==> config.mk <==
export PLATFORM = sky130hd
export DESIGN_NAME = dma_addr_seq
export DESIGN_NICKNAME = d
export VERILOG_FILES = /design/src/rtl/dma_addr_seq.sv
export SDC_FILE = /design/constraint.sdc
export NUM_CORES = 1
export LEC_CHECK = 0
export ABC_AREA = 1
export BUFFER_PORTS_ARGS = -buffer_cell sky130_fd_sc_hd__buf_2
export CORE_MARGIN = 2
export CORE_UTILIZATION = 35
export CTS_BUF_LIST = sky130_fd_sc_hd__clkbuf_4 sky130_fd_sc_hd__clkbuf_8
export DETAILED_ROUTE_END_ITERATION = 12
export PLACE_DENSITY = 0.65
export SKIP_CTS_REPAIR_TIMING = 1
export SLEW_MARGIN = 10
export SYNTH_ARGS = -nofsm -noshare
export SYNTH_HDL_FRONTEND = slang
export SYNTH_SLANG_ARGS = --single-unit
==> constraint.sdc <==
create_clock -name clk -period 1.6 [get_ports clk]
set_clock_uncertainty 0.05 [all_clocks]
set_input_delay 0.4 -clock clk [delete_from_list [all_inputs] [get_ports clk]]
set_output_delay 0.4 -clock clk [all_outputs]
set_load 0.01 [all_outputs]
==> src/rtl/dma_addr_seq.sv <==
module dma_addr_seq #(
  parameter int AW = 16,
  parameter int PW = 8
) (
  input  logic          clk,
  input  logic          rst_n,
  input  logic          load,
  input  logic [AW-1:0] base_addr,
  input  logic [AW-1:0] base_count,
  input  logic [PW-1:0] base_page,
  input  logic          word_mode,
  input  logic          autoinit,
  input  logic          step,
  output logic [PW+AW-1:0] phys_addr,
  output logic          tc,
  output logic [AW-1:0] cur_count,
  output logic          active
);
  logic [AW-1:0] base_addr_q, base_cnt_q, cur_addr;
  logic [PW-1:0] page_q;
  logic          mode_word, mode_auto;

  wire go   = step & active & ~load;
  wire last = (cur_count == '0);

  assign tc        = go & last;
  assign phys_addr = mode_word ? {page_q[PW-1:1], cur_addr, 1'b0}
                               : {page_q, cur_addr};

  always_ff @(posedge clk or negedge rst_n) begin
    if (!rst_n) begin
      base_addr_q <= '0;
      base_cnt_q  <= '0;
      cur_addr    <= '0;
      cur_count   <= '0;
      page_q      <= '0;
      mode_word   <= 1'b0;
      mode_auto   <= 1'b0;
      active      <= 1'b0;
    end else if (load) begin
      base_addr_q <= base_addr;
      base_cnt_q  <= base_count;
      cur_addr    <= base_addr;
      cur_count   <= base_count;
      page_q      <= base_page;
      mode_word   <= word_mode;
      mode_auto   <= autoinit;
      active      <= 1'b1;
    end else if (go) begin
      if (last && mode_auto) begin
        cur_addr  <= base_addr_q;
        cur_count <= base_cnt_q;
      end else begin
        cur_addr  <= cur_addr + 1'b1;
        cur_count <= cur_count - 1'b1;
        if (last) active <= 1'b0;
      end
    end
  end
endmodule


==> results of run 1 <==
-- cell usage after synthesis (5+ instances only) --
master | number | area [sq um]
nand3_1 | 28 | 140
buf_2 | 7 | 35.0
o21ai_1 | 8 | 40.0
o21ai_0 | 50 | 250
nor2_2 | 5 | 31.3
clkbuf_1 | 13 | 48.8
a21oi_1 | 13 | 65.1
buf_4 | 11 | 82.6
nor2_1 | 61 | 229
nand2_1 | 323 | 1210
xor2_1 | 8 | 70.1
nand4_1 | 10 | 62.6
inv_1 | 59 | 221
dfrtp_1 | 75 | 1880
-- state kept, by name, indices dropped and copies added (netlist names) --
name / flops
page_q: 8
mode_word: 1
mode_auto: 1
active: 1
cur_addr: 16
cur_count: 16
base_addr_q: 16
base_cnt_q: 16
-- stage by stage --
step,std cells,total power [mW]
final,1019,5.87
after global routing,1019,6.20
after CTS,995,5.58
after detailed placement,979,3.84
after global placement,979,3.82
after floorplan,690,3.15
-- layer usage --
layer  share of wire  GRT usage  up-vias
met2            0.47      0.292      112
met4           0.020     0.0670        0
met1            0.47      0.250     2197
met3           0.043     0.0257       20
met5               0          0        -
li1                -          -     2442
-- where the power goes --
part           total (mW)  internal, mW  switching [mW]
logic                1.83         0.842           0.990
registers            2.31          2.10           0.205
clock network        1.73         0.979           0.752
-- worst reg2reg max path: cells and delay by family, from the launching register on --
kind | cells | cell delay (ns)
buf+inv | 2 | 0.28
flops | 1 | 0.45
simple gates | 10 | 0.97
-- cells in the final DEF, fill, tap and decap left out, drive strengths merged, types with 2 or more instances in the layout --
master / count
dfrtp: 75
bufinv: 2
o21ai: 58
nand3: 31
nand4: 10
nand2: 324
inv: 59
buf: 169
xor2: 8
clkbuf: 15
ha: 2
clkinv: 7
nor2: 68
a21oi: 15
-- kinds of logic (layout without fill, tap and decap cells) --
family                   count (synthesis)  in the layout  synth area share
adder cells (fa/ha/maj)                  2              2           0.00550
buffers and inverters                   98            254            0.0998
AND/OR/NAND/NOR                        434            435             0.385
XOR/XNOR                                 8              8            0.0154
AO/OA/AOI/OAI                           73             73            0.0819
flip-flops                              75             75             0.412
-- area by class of cell --
class | count | area [sq um]
Timing Repair Buffer | 173 | 1320
Multi-Input combinational cell | 518 | 2630
Clock buffer | 12 | 159
Tap cell | 172 | 215
Sequential cell | 75 | 1880
Fill cell | 1234 | 6100
Inverter | 62 | 258
Timing Repair inverter | 3 | 48.8
Clock inverter | 4 | 72.6
-- final timing paths --
path                                      startpoint                          to  slack, ns  cells past startpoint
setup / recovery            cur_count[0]$_DFFE_PN0P_                          tc      -0.55                      7
hold / removal                          base_page[6]       page_q[6]$_DFFE_PN0P_       0.18                      3
setup reg to reg           cur_count[11]$_DFFE_PN0P_    cur_addr[11]$_DFFE_PN0P_      -0.21                     12
hold reg to reg                page_q[3]$_DFFE_PN0P_       page_q[3]$_DFFE_PN0P_       0.42                      2
max in group asynchronous                      rst_n       mode_word$_DFFE_PN0P_       0.55                      3
min in group asynchronous                      rst_n  base_cnt_q[11]$_DFFE_PN0P_       0.44                      2
==> reports/results.ini, run 1 <==
[logic_synthesis]
synth_edf_count = 0
ys_seq_elements = 75
synth_nets = 738
ys_types = 27
syn-cell-area_sq_um = 4550
synth_flop_cell = dfrtp_1
yosysWarnings = 0
syn_inst = 690
synthArstFlopShare = 1.00
ys_seq_area_frac = 0.412
syn_area_per_cell_sq_um = 6.60

[drt]
vias = 4771
drtAntennaViolNets = 0
avgViaCountPerCell = 4.68
drc = 0
firstDrtPassIters = 5
wl_per_cell_microns = 13.2
postRouteWirelength_mm = 13.5
dr.first_iter.drc_count = 209

[layout]
final_util = 0.519
antennaDiodeCount = 0
design_area_sq_um = 6580
drive_gt1_frac = 0.344
fin_nets = 890
layout-area-overhead-vs-synth_pct = 44.4

[timing]
post-route-period-util = 1.35
period_needed_ns = 2.15
max_slew_margin = 0.732
fin_ws_ns = -0.554
slew_violations = 0
hold_slack_ns = 0.180
fin_tns_setup_ns = -9.06
tightest_slew_ns = 0.403
rsz0062_at_grt = true
hold_viol_final = 0
max_freq_mhz = 464
setup_viol = 50

[clocking]
clockRootBuffer = clkbuf_8
clk_latency_ns = 0.37
clockBufferDepth = 2
cts.sinks = 75
htree_num_levels = 3
cts_made_buffers = 9
cts_tree = yes
path_clk_slew_ns = 0.08

[die]
die-height_microns = 118
initial_core_util = 0.359
core_area_sq_um = 12700
die_w_microns = 118
num_io_pins = 88
rows = 41
dieArea_sq_um = 13900

[global_routing]
antenna_found_initial = 0
overflow = 0
grt_max_degree = 50
grt_pass1_wl_mm = 20.6
grt_pass1_vias = 4288
grt_util_all_layers = 0.182

[placed_design]
dp_hpwl_mm = 8.92
place_area_sq_um = 5620
portBuffers = 87
place_ws_ns = -0.197
routabilityCongestion = 0.881

[outcome]
violations = setup timing
outcome = complete, but fails checks

[critical_path]
crit_type = register to primary output
worst-path-max-fanout = 3
required_ns = 1.15
critPathTopFamily = simple AND/OR/NAND/NOR gates
crit_path_cell_trace = inv_2, ha_4, nand3_4, nor2_4, nand4_1, nor4_4, buf_2
slowest_delay_ns = 0.39
critPathBufInv = 2
crit_slowest_cell = dfrtp_1
end_kind = primary output
cp.arrival_ns = 1.70
crit_path_start_kind = register

[hold_path]
hold_path.class = input port to register

[pwr]
vdd_ir_drop_max_v = 0.000345
leakagePower_nw = 3.57
power.density_nw_per_um2 = 893

[run]
max_cap_violations = 0

No activity file was read; power rests on OpenSTA's default activity.
==> run 2, diff against run 1 <==
--- a/config.mk
+++ b/config.mk
@@ -5,7 +5,6 @@
 export SDC_FILE = /design/constraint.sdc
 export NUM_CORES = 1
 export LEC_CHECK = 0
-export ABC_AREA = 1
 export BUFFER_PORTS_ARGS = -buffer_cell sky130_fd_sc_hd__buf_2
 export CORE_MARGIN = 2
 export CORE_UTILIZATION = 35
==> run 2 against run 1 <==
Net effect: the run still ends with setup timing left; utilization is 0.86 points higher; sequential share of layout area is 1.3 points higher; synthesized cell count is 37% lower; combinational power is 12% lower; die area is 6.3% lower.
==> reports/results.ini, run 2 <==
[die]
rows = 40  ; was 41
die-height_microns = 114  ; was 118 microns
die_w_microns = 114  ; was 118 microns
num_io_pins = 88  ; unchanged
initial_core_util = 0.356  ; was 0.359
dieArea_sq_um = 13100  ; was 13900 sq um
core_area_sq_um = 12000  ; was 12700 sq um

[global_routing]
grt_util_all_layers = 0.211  ; was 0.182
grt_pass1_vias = 4134  ; was 4288
antenna_found_initial = 0  ; unchanged
grt_pass1_wl_mm = 21.4  ; was 20.6 mm
grt_max_degree = 37  ; was 50
overflow = 0  ; unchanged

[outcome]
outcome = complete, but fails checks  ; unchanged
violations = setup timing  ; unchanged

[critical_path]
crit_type = register to primary output  ; unchanged
crit_path_start_kind = register  ; unchanged
crit_path_cell_trace = or4_4, nor2_4, and3_4, buf_6  ; was inv_2, ha_4, nand3_4, nor2_4, nand4_1, nor4_4, buf_2
worst-path-max-fanout = 3  ; unchanged
crit_slowest_cell = or4_4  ; was dfrtp_1
cp.arrival_ns = 1.79  ; was 1.70 ns
required_ns = 1.15  ; about the same
slowest_delay_ns = 0.57  ; was 0.39 ns
end_kind = primary output  ; unchanged

[clocking]
cts_made_buffers = 9  ; unchanged
clk_latency_ns = 0.37  ; about the same
cts_tree = yes  ; unchanged
path_clk_slew_ns = 0.08  ; about the same
clockRootBuffer = clkbuf_8  ; unchanged
htree_num_levels = 3  ; unchanged
clockBufferDepth = 2  ; unchanged
cts.sinks = 75  ; unchanged

[logic_synthesis]
yosysMostFrequentCell = dfrtp_1  ; was nand2_1
yosysWarnings = 0  ; unchanged
synthArstFlopShare = 1.00  ; unchanged
ys_types = 66  ; was 27
synth_nets = 482  ; was 738
yosysTopAreaCell = dfrtp_1  ; unchanged
synth_edf_count = 0  ; unchanged
syn_inst = 434  ; was 690
synth_common_cells = dfrtp_1, nand2_1, mux2_2  ; was nand2_1, dfrtp_1, nor2_1
synth_area_leaders = dfrtp_1, mux2_2, o21ai_0  ; was dfrtp_1, nand2_1, o21ai_0
ys_seq_area_frac = 0.441  ; was 0.412
synth_flop_cell = dfrtp_1  ; unchanged
synth_top_area_share = 0.441  ; was 0.412
syn-cell-area_sq_um = 4260  ; was 4550 sq um
ys_seq_elements = 75  ; unchanged
syn_area_per_cell_sq_um = 9.81  ; was 6.60 sq um

[layout]
drive_gt1_frac = 0.498  ; was 0.344
antennaDiodeCount = 0  ; unchanged
layout_common_cells = buf_4, dfrtp_1, buf_2  ; was nand2_1, buf_2, dfrtp_1
layout-area-overhead-vs-synth_pct = 48.2  ; was 44.4%
design_area_sq_um = 6310  ; was 6580 sq um
fin_nets = 669  ; was 890
layout_commonest_cell = buf_4  ; was nand2_1
final_util = 0.528  ; was 0.519

[drt]
wl_per_cell_microns = 17.7  ; was 13.2 microns
dr.first_iter.drc_count = 168  ; was 209
vias = 4165  ; was 4771
drc = 0  ; unchanged
firstDrtPassIters = 4  ; was 5
avgViaCountPerCell = 5.40  ; was 4.68
drtAntennaViolNets = 0  ; unchanged
postRouteWirelength_mm = 13.7  ; was 13.5 mm

[timing]
setup_viol = 52  ; was 50
fin_ws_ns = -0.636  ; was -0.554 ns
hold_slack_ns = 0.202  ; was 0.180 ns
period_needed_ns = 2.24  ; was 2.15 ns
hold_viol_final = 0  ; unchanged
slew_violations = 0  ; unchanged
post-route-period-util = 1.40  ; was 1.35
tightest_slew_ns = 0.509  ; was 0.403 ns
max_slew_margin = 0.658  ; was 0.732
max_freq_mhz = 447  ; was 464 MHz
fin_tns_setup_ns = -16.63  ; was -9.06 ns
rsz0062_at_grt = true  ; unchanged

[placed_design]
routabilityCongestion = 0.945  ; was 0.881
place_ws_ns = -0.419  ; was -0.197 ns
dp_hpwl_mm = 9.82  ; was 8.92 mm
place_area_sq_um = 5610  ; was 5620 sq um
portBuffers = 87  ; unchanged

[run]
max_cap_violations = 0  ; unchanged

[hold_path]
hold_path.class = input port to register  ; unchanged

[pwr]
leakagePower_nw = 2.86  ; was 3.57 nW
vdd_ir_drop_max_v = 0.000611  ; was 0.000345 V
power.density_nw_per_um2 = 847  ; was 893 nW/um^2

run 2: changes by cell type after synthesis, sizes merged, moves of 14 or more:
cell / previous run / this run
nand2: 324 / 41
nor2: 68 / 26
mux2: 0 / 40
inv: 61 / 23
o21ai: 58 / 35
nor3: 0 / 14
run 2: worst paths after layout:
kind,start,endpoint,slack [ns],depth (start not counted)
max in group asynchronous,rst_n,mode_word$_DFFE_PN0P_,0.53,3
worst max-delay path,cur_count[14]$_DFFE_PN0P_,tc,-0.64,4
worst max register to register,cur_count[1]$_DFFE_PN0P_,cur_count[8]$_DFFE_PN0P_,-0.46,9
min in group asynchronous,rst_n,base_cnt_q[6]$_DFFE_PN0P_,0.46,2
worst min register to register,page_q[6]$_DFFE_PN0P_,page_q[6]$_DFFE_PN0P_,0.45,1
worst min-delay path,base_count[7],cur_count[7]$_DFFE_PN0P_,0.20,2
run 2: worst max-delay path: cells and delay by family, from the launching register on:
kind | cells | cell delay (ns)
flip-flops | 1 | 0.42
buffers and inverters | 1 | 0.10
AND/OR/NAND/NOR | 3 | 0.90
run 2: power by group:
| group | leakage (nW) | internal [mW] | switching (mW) |
|---|---|---|---|
| clock | 0.0985 | 0.760 | 0.749 |
| combinational | 1.89 | 0.864 | 0.744 |
| sequential | 0.878 | 2.09 | 0.144 |
| total | 2.86 | 3.71 | 1.64 |
run 2: routing by layer:
| metal | wire [microns] | track usage | vias up |
|---|---|---|---|
| met5 | 0 | 0 | - |
| met4 | 251 | 0.0675 | 0 |
| met3 | 536 | 0.0365 | 18 |
| met2 | 6850 | 0.360 | 117 |
| met1 | 6020 | 0.272 | 2071 |
| li1 | - | - | 1959 |
run 2: cells by family after synthesis:
logic type	synth area share
buffers and inverters	0.0708
adder cells (fa/ha/maj)	0.00588
multiplexers	0.120
flip-flops	0.441
AO/OA/AOI/OAI	0.165
AND/OR/NAND/NOR	0.185
XOR/XNOR	0.0123
run 2: cell type report:
| class | instances | area, sq um |
|---|---|---|
| clock buffers | 11 | 145 |
| flip-flops and latches | 75 | 1880 |
| well taps | 147 | 184 |
| repair buffers | 211 | 1660 |
| fillers | 1087 | 5650 |
| multi-input cells | 301 | 2310 |
| clock inverters | 3 | 40.0 |
| inverters | 23 | 88.8 |
run 2: stage by stage:
stage	total power, mW	std cells
floorplan	2.92	434
global placement	3.54	742
detailed placement	3.58	742
CTS	5.07	756
global route	5.59	771
finish	5.35	771
